<file path="src/rtl/cnt_pkg.sv">
package cnt_pkg;
  typedef enum logic [1:0] {
    OP_HOLD  = 2'd0,
    OP_COUNT = 2'd1,
    OP_LOAD  = 2'd2,
    OP_CLEAR = 2'd3
  } slice_op_e;
endpackage

</file>
<file path="src/rtl/cnt_slice.sv">
module cnt_slice
  import cnt_pkg::*;
#(
  parameter int W = 4
) (
  input  logic         clk,
  input  logic         rst,
  input  logic         clr_n,
  input  logic         load_n,
  input  logic         en_p,
  input  logic         en_t,
  input  logic [W-1:0] d,
  output logic [W-1:0] q,
  output logic         rco
);
  slice_op_e op;

  // Fixed priority: clear, then load, then count.
  always_comb begin
    if (rst || !clr_n)       op = OP_CLEAR;
    else if (!load_n)        op = OP_LOAD;
    else if (en_p && en_t)   op = OP_COUNT;
    else                     op = OP_HOLD;
  end

  always_ff @(posedge clk) begin
    unique case (op)
      OP_CLEAR: q <= '0;
      OP_LOAD:  q <= d;
      OP_COUNT: q <= q + W'(1);
      default:  q <= q;
    endcase
  end

  // Look-ahead carry: gated by the carry enable only.
  assign rco = en_t & (&q);

  assert_clear_R2: assert property (@(posedge clk) disable iff (rst)
    !clr_n |=> (q == '0));
  assert_load_R3: assert property (@(posedge clk) disable iff (rst)
    (clr_n && !load_n) |=> (q == $past(d)));
  assert_count_R4: assert property (@(posedge clk) disable iff (rst)
    (clr_n && load_n && en_p && en_t) |=> (q == $past(q) + W'(1)));
  assert_hold_R4: assert property (@(posedge clk) disable iff (rst)
    (clr_n && load_n && !(en_p && en_t)) |=> $stable(q));
endmodule

</file>
<file path="src/rtl/cnt_term_decode.sv">
module cnt_term_decode #(
  parameter int N        = 12,
  parameter bit TRUNC_EN = 1'b0,
  parameter int TERM     = 0
) (
  input  logic [N-1:0] q,
  input  logic         clr_n,
  output logic         clr_eff_n
);
  localparam logic [N-1:0] TERM_V = N'(TERM);

  generate
    if (TRUNC_EN) begin : g_trunc
      assign clr_eff_n = clr_n & (q != TERM_V);
    end else begin : g_full
      logic [N-1:0] unused_q;
      assign unused_q  = q;
      assign clr_eff_n = clr_n;
    end
  endgenerate
endmodule

</file>
<file path="src/rtl/cnt_chain.sv">
module cnt_chain #(
  parameter int NSLICE   = 3,
  parameter int SLICE_W  = 4,
  parameter bit TRUNC_EN = 1'b0,
  parameter int TERM     = 25
) (
  input  logic                      clk,
  input  logic                      rst,
  input  logic                      clr_n,
  input  logic                      load_n,
  input  logic                      en_p,
  input  logic                      en_t,
  input  logic [NSLICE*SLICE_W-1:0] din,
  output logic [NSLICE*SLICE_W-1:0] q,
  output logic                      carry_out
);
  localparam int N = NSLICE * SLICE_W;
  localparam logic [N-1:0] TERM_V = N'(TERM);

  logic              clr_eff_n;
  logic [NSLICE:0]   t_chain;

  cnt_term_decode #(.N(N), .TRUNC_EN(TRUNC_EN), .TERM(TERM)) u_dec (
    .q(q), .clr_n(clr_n), .clr_eff_n(clr_eff_n)
  );

  assign t_chain[0] = en_t;

  for (genvar i = 0; i < NSLICE; i++) begin : g_slice
    cnt_slice #(.W(SLICE_W)) u_slice (
      .clk    (clk),
      .rst    (rst),
      .clr_n  (clr_eff_n),
      .load_n (load_n),
      .en_p   (en_p),
      .en_t   (t_chain[i]),
      .d      (din[i*SLICE_W +: SLICE_W]),
      .q      (q[i*SLICE_W +: SLICE_W]),
      .rco    (t_chain[i+1])
    );
  end

  assign carry_out = t_chain[NSLICE];

  assert_carry_R5: assert property (@(posedge clk) disable iff (rst)
    carry_out |-> (en_t && (&q)));
  assert_nocarry_R5: assert property (@(posedge clk) disable iff (rst)
    (en_t && (&q)) |-> carry_out);
  assert_wide_count_R6: assert property (@(posedge clk) disable iff (rst)
    (clr_eff_n && load_n && en_p && en_t) |=> (q == $past(q) + N'(1)));
  assert_reset_R1: assert property (@(posedge clk)
    rst |=> (q == '0));

  generate
    if (TRUNC_EN) begin : g_trunc_chk
      assert_term_R7: assert property (@(posedge clk) disable iff (rst)
        (q == TERM_V) |=> (q == '0));
    end
  endgenerate
endmodule

</file>
<file path="config.mk">
export PLATFORM = sky130hd
export DESIGN_NAME = cnt_chain
export DESIGN_NICKNAME = d
export VERILOG_FILES = /design/src/rtl/cnt_pkg.sv /design/src/rtl/cnt_slice.sv /design/src/rtl/cnt_term_decode.sv /design/src/rtl/cnt_chain.sv
export SDC_FILE = /design/constraint.sdc
export NUM_CORES = 1
export LEC_CHECK = 0
export CAP_MARGIN = 30
export CORE_MARGIN = 5
export CORE_UTILIZATION = 45
export CTS_CLUSTER_DIAMETER = 120
export DETAILED_ROUTE_END_ITERATION = 12
export PLACE_DENSITY = 0.79
export SYNTH_ARGS = -nofsm -noshare
export SYNTH_HDL_FRONTEND = slang
export SYNTH_HIERARCHICAL = 1
export SYNTH_SLANG_ARGS = --single-unit
</file>
<file path="constraint.sdc">
create_clock -name clk -period 2.7 [get_ports clk]
set_input_delay 0.54 -clock clk [delete_from_list [all_inputs] [get_ports clk]]
set_output_delay 0.54 -clock clk [all_outputs]
set_load 0.02 [all_outputs]
</file>
# Word level (Yosys, flattened, before mapping)
# Cells that the tools add are included.
dict set report word_totals {
  reg_bits 12
  latch_bits 0
  mem_bits_rw 0
  romBits 0
  input_bits 18
  output_inout_bits 13
  elab_cells 41
  memories 0
}
dict set report classes {
  add_sub_neg 3
  multipliers 0
  n_div 0
  order_cmp 0
  n_eq_ne 9
  shifts 0
  n_mux 12
  n_bitwise 3
  reduce_logical 11
}
# op n
set op_table {}
lappend op_table {{$pmux 4 s3} 3}
lappend op_table {{$add 4x1->4 const B} 3}
lappend op_table {{$eq 2x2->1 const B} 6}
lappend op_table {{$mux 2} 6}
lappend op_table {{$reduce_and 4->1} 3}
lappend op_table {{$reduce_bool 3->1} 3}
lappend op_table {{$eq 2x1->1 const B} 3}
lappend op_table {{$and 1x1->1} 3}
lappend op_table {{$logic_and 1x1->1} 3}
lappend op_table {{$mux 1} 3}
lappend op_table {{$logic_not 1->1} 1}
lappend op_table {{$logic_or 1x1->1} 1}

# Depth between registers and ports, before layout
dict set report depth {
  word_depth 9
  depth_mapped 9
  ltp_nobuf 9
}

# By module
# Netlist, hierarchy kept.
# mod instances cells_per_inst area_each_um2 seq_area_each_um2
set by_module_without_submodules {}
lappend by_module_without_submodules {cnt_slice 3 29 302.8 120.1}
lappend by_module_without_submodules {cnt_term_decode 1 1 7.5 0.0}

# Least setup slack after synthesis
# Ideal clock, no wire load.
dict set report synth_path {
  path_kind {register -> register}
  from {register g_slice[0].u_slice.q[0]}
  to {register g_slice[2].u_slice.q[2] (data pin)}
  setup_ns 0.258
  t_arrival_ns 1.894
  path_slack_ns 0.548
  path_stages_with_launch 10
  n_path_buf 0
  period_less_slack_ns 2.152
  path_cell_list {edfxtp_1 > ha_1 > and4_2 > and4_2 > nand3_1 > and2_1 > inv_1 > ha_1 > a22oi_1 > nor2b_2}
}
dict set report synth_via {
  elab_chain_cells 9
}
# element line_no
set synth_lines {}
lappend synth_lines {{start, declared} cnt_slice.sv:13} ;# output logic [W-1:0] q,
lappend synth_lines {{start signal, assigned} cnt_slice.sv:30} ;# OP_COUNT: q <= q + W'(1);
lappend synth_lines {{start signal, assigned} cnt_slice.sv:31} ;# default: q <= q;
lappend synth_lines {{$reduce_and 4->1 *} cnt_slice.sv:36} ;# assign rco = en_t & (&q);
lappend synth_lines {{$and 1x1->1 *} cnt_slice.sv:36}
lappend synth_lines {{via t_chain[1]} cnt_chain.sv:21} ;# logic [NSLICE:0] t_chain;
lappend synth_lines {{$and 1x1->1 *} cnt_slice.sv:36}
lappend synth_lines {{via t_chain[2]} cnt_chain.sv:21}
lappend synth_lines {{$logic_and 1x1->1 *} cnt_slice.sv:22} ;# else if (en_p && en_t) op = OP_COUNT;
lappend synth_lines {{$mux 1 *} cnt_slice.sv:22}
lappend synth_lines {{$mux 2 *} cnt_slice.sv:21} ;# else if (!load_n) op = OP_LOAD;
lappend synth_lines {{$mux 2 *} cnt_slice.sv:20} ;# if (rst || !clr_n) op = OP_CLEAR;
lappend synth_lines {{$eq 2x1->1 or $eq 2x2->1 (tied branches)} cnt_slice.sv:27} ;# unique case (op)
lappend synth_lines {{$pmux 4 s3 *} cnt_slice.sv:27}
lappend synth_lines {{end signal, assigned} cnt_slice.sv:30}
lappend synth_lines {{end signal, assigned} cnt_slice.sv:31}
lappend synth_lines {{end, declared} cnt_slice.sv:13}
# The timed path passes the listed nets; every way through them passes the cells marked *.
# A chain may end at the register's enable or synchronous reset.

# Worst setup path in the final report
dict set report layout_path {
  from {input en_t}
  to {output carry_out}
}
dict set report layout_via {
  elab_chain_cells 3
}
# element line_no
set layout_lines {}
lappend layout_lines {{start, declared} cnt_chain.sv:12} ;# input logic en_t,
lappend layout_lines {{$and 1x1->1} cnt_slice.sv:36}
lappend layout_lines {{via t_chain[1]} cnt_chain.sv:21}
lappend layout_lines {{$and 1x1->1} cnt_slice.sv:36}
lappend layout_lines {{via t_chain[2]} cnt_chain.sv:21}
lappend layout_lines {{$and 1x1->1} cnt_slice.sv:36}
lappend layout_lines {{end, declared} cnt_chain.sv:15} ;# output logic carry_out
# The timed path passes the listed nets, and every way through them passes these cells.

==> results.yml <==
synth:
  synth.top_cell.area_share_pct: 39.34
  synthTopCellsByArea: "edfxtp_1 (39%), ha_1 (16%), nand3_1 (4.9%), a22oi_1 (4.9%), and2_1 (4.1%)"
  yosys_most_used_dff: "edfxtp_1"
  yosys.area.top_type: "edfxtp_1"
  netlist_instances: 88
  avgSynthCellArea_sq_um: 10.41
  synth_async_sr_flop_share_pct: 0
  postSynthNetCount: 118
  synth_edf_count: 12
  syn_area_sq_um: 915.9
  yosys_warnings: 6
  postSynthRegisterBits: 12
  synth_seq_area_share_pct: 39.34
  yosys-top-cells-count: "edfxtp_1 (12), ha_1 (12), inv_1 (9), nand3_1 (9)"
  synth.distinct_cells: 17
routing:
  drtIter0Drc: 13
  ant_nets: 0
  num_vias: 757
  viasPerCell: 5.150
  drcViolationCount: 0
  dr.pass1.iters: 4
  wl_per_cell_um: 13.92
  wirelength_mm: 2.046
global_route:
  grt_pass1_wl_mm: 3.070
  groute.usage.overall_pct: 14.43
  antenna_found_initial: 0
  grt.overflow.total: 0
  grt_pass1_vias: 750
  grt_max_degree: 7
power:
  pwr-share-comb_pct: 22.8
  internal-power_uw: 318.1
  p_switching_uw: 104.2
  power_density_nw_per_um2: 334.2
  finalPower_uw: 422.3
  p_sw_share_pct: 24.68
  pwr-share-seq_pct: 52.0
  ir_worst_vdd_uv: 216.2
  p_clk_share_pct: 25.2
  leakage_uw: 0.0004947
clock_tree:
  clk-insertion-delay-late_ns: 0.26
  post_cts_buffers: 0
  cts_root_buffer: "clkbuf_4"
  cts.sinks: 12
  cts_max_level: 1
  clk_pin_slew_worst_paths_ns: 0.07
  clockBufferDepth: 2
  holdBufCountCts: 0
  cts_resized: 1
  cts-buffers-inserted: 3
  cts_tree: "done"
cells_and_area:
  largest_reg_flops: 12
  fill_cells: 177
  seqCellArea_sq_um: 360.3
  top_regs: "g_slice.u_slice/q: 12 flops"
  utilization_pct: 65.08
  antennaDiodeCount: 0
  multi_input_area_sq_um: 514.2
  regMostFlops: "g_slice.u_slice/q"
  final_nets: 152
  drive_gt1_share_pct: 7.500
  area_growth_pct: 37.98
worst_setup_path:
  r2r_start: "g_slice[0].u_slice/q[0]"
  required_ns: 2.16
  path_max_fanout: 2
  worstSetupPathType: "input port to primary output"
  arrival_ns: 2.03
  reg2reg_slack_ns: 0.54
  end_kind: "primary output"
  rr_endpoint: "g_slice[2].u_slice/q[1]"
  r2r_cells: 9
  crit_path_start_kind: "input port"
sta:
  tightest_slew_ns: 0.2226
  hold_violations: 0
  fin_skew_ns: 0.002705
  setup_viol: 0
  timing.fmax_mhz: 389.6
  fin_crit_ns: 2.567
  drv_slew: 0
  slew-limit-headroom_pct: 85.11
  tns_ns: 0
  fin_crit_sh_pct: 95.06
  rsz0062_at_grt: "false"
status:
  status: "completed"
floorplan:
  dieArea_sq_um: 3038
  start_util_pct: 47.16
  rows: 16
  core_region_area_sq_um: 1942
  fp.dieH_um: 55.12
  fp.dieW_um: 55.12
  pin_count: 31
place:
  gp_congestion: 0.7805
  place.port_buffers: 30
  hpwl_mm: 1.681
worst_hold_path:
  worstHoldPathType: "flop to flop"
  hold_start: "g_slice[0].u_slice/q[3]"
  min_delay_path_depth: 2
  worstHoldEndpoint: "g_slice[0].u_slice/q[3]"
flow_run:
  cap_violations: 0
kinds of logic (layout without fill, tap and decap cells):
group | count (synthesis) | in the layout | synth area share, %
and+or+nand+nor | 39 | 39 | 27.05
DFF | 12 | 12 | 39.34
adders and majority gates | 12 | 12 | 16.39
AOI/OAI and AO/OA | 12 | 12 | 9.835
xor gates and xnor gates | 3 | 3 | 2.869
buffers and inverters | 10 | 42 | 4.508
cell usage in the layout (no fill, tap or decap):
| master | instances |
|---|---|
| nand3b_1 | 3 |
| and4_2 | 3 |
| a21boi_1 | 3 |
| nor2b_1 | 6 |
| and2_1 | 6 |
| edfxtp_1 | 12 |
| clkdlybuf4s50_1 | 29 |
| nand4_1 | 3 |
| inv_1 | 9 |
| o211ai_1 | 3 |
| nor2b_2 | 3 |
| xor2_1 | 3 |
| dlygate4sd2_1 | 1 |
| ha_1 | 12 |
| nand3_1 | 9 |
| nand2_1 | 3 |
| clkbuf_4 | 3 |
| a22oi_1 | 6 |
| nand2b_1 | 3 |
worst max-delay path: stages:
cell             delay (ns)
clkdlybuf4s50_1        0.48
and4_2                 0.23
and4_2                 0.24
and4_2                 0.21
dlygate4sd2_1          0.33
how the worst max path moves through the flow:
stage | startpoint | to | slack (ns)
2_1_floorplan | g_slice[0].u_slice/q[0] | g_slice[2].u_slice/q[2] | 0.55
3_3_place_gp | en_t | carry_out | -0.14
3_5_place_dp | en_t | carry_out | -0.15
4_1_cts | en_t | carry_out | 0.12
5_1_grt | en_t | carry_out | 0.06
6_report | en_t | carry_out | 0.13
layer usage:
layer  vias up  wire length, um  track usage (%)  share of wire [%]
met5         -                0                0                  0
met4         0               27            7.692                1.3
met3         2               92            1.877                4.5
met2        20             1019            25.98                 50
met1       349              906            16.36                 44
li1        386                -                -                  -
per-stage QoR:
stage / hold slack (ns) / worst slack, ns / std cells / cell area, sq um
final: 0.6885 / 0.1334 / 147 / 1264
after global routing: 0.7309 / 0.06176 / 147 / 1264
after detailed placement: 0.6705 / -0.1501 / 144 / 1242
after CTS: 0.6881 / 0.1225 / 147 / 1264
after global placement: 0.6446 / -0.1352 / 144 / 1242
after floorplan: 0.7501 / 0.5478 / 88 / 915.9
power by group through the flow:
stage | Sequential, uW | Combinational [uW] | Clock [uW]
final | 220 | 96.4 | 106
after global routing | 221 | 104 | 121
after detailed placement | 224 | 96.2 | 0
after floorplan | 232 | 37.9 | 0
after global placement | 223 | 93.9 | 0
after CTS | 219 | 96.9 | 111
layout make-up:
cell class	count	area share, %
Clock buffer	3	1.782
Inverter	9	2.673
Multi-Input combinational cell	66	40.69
Sequential cell	12	28.51
Tap cell	27	2.673
Timing Repair Buffer	30	23.66
Power figures use the tool's default switching activity.
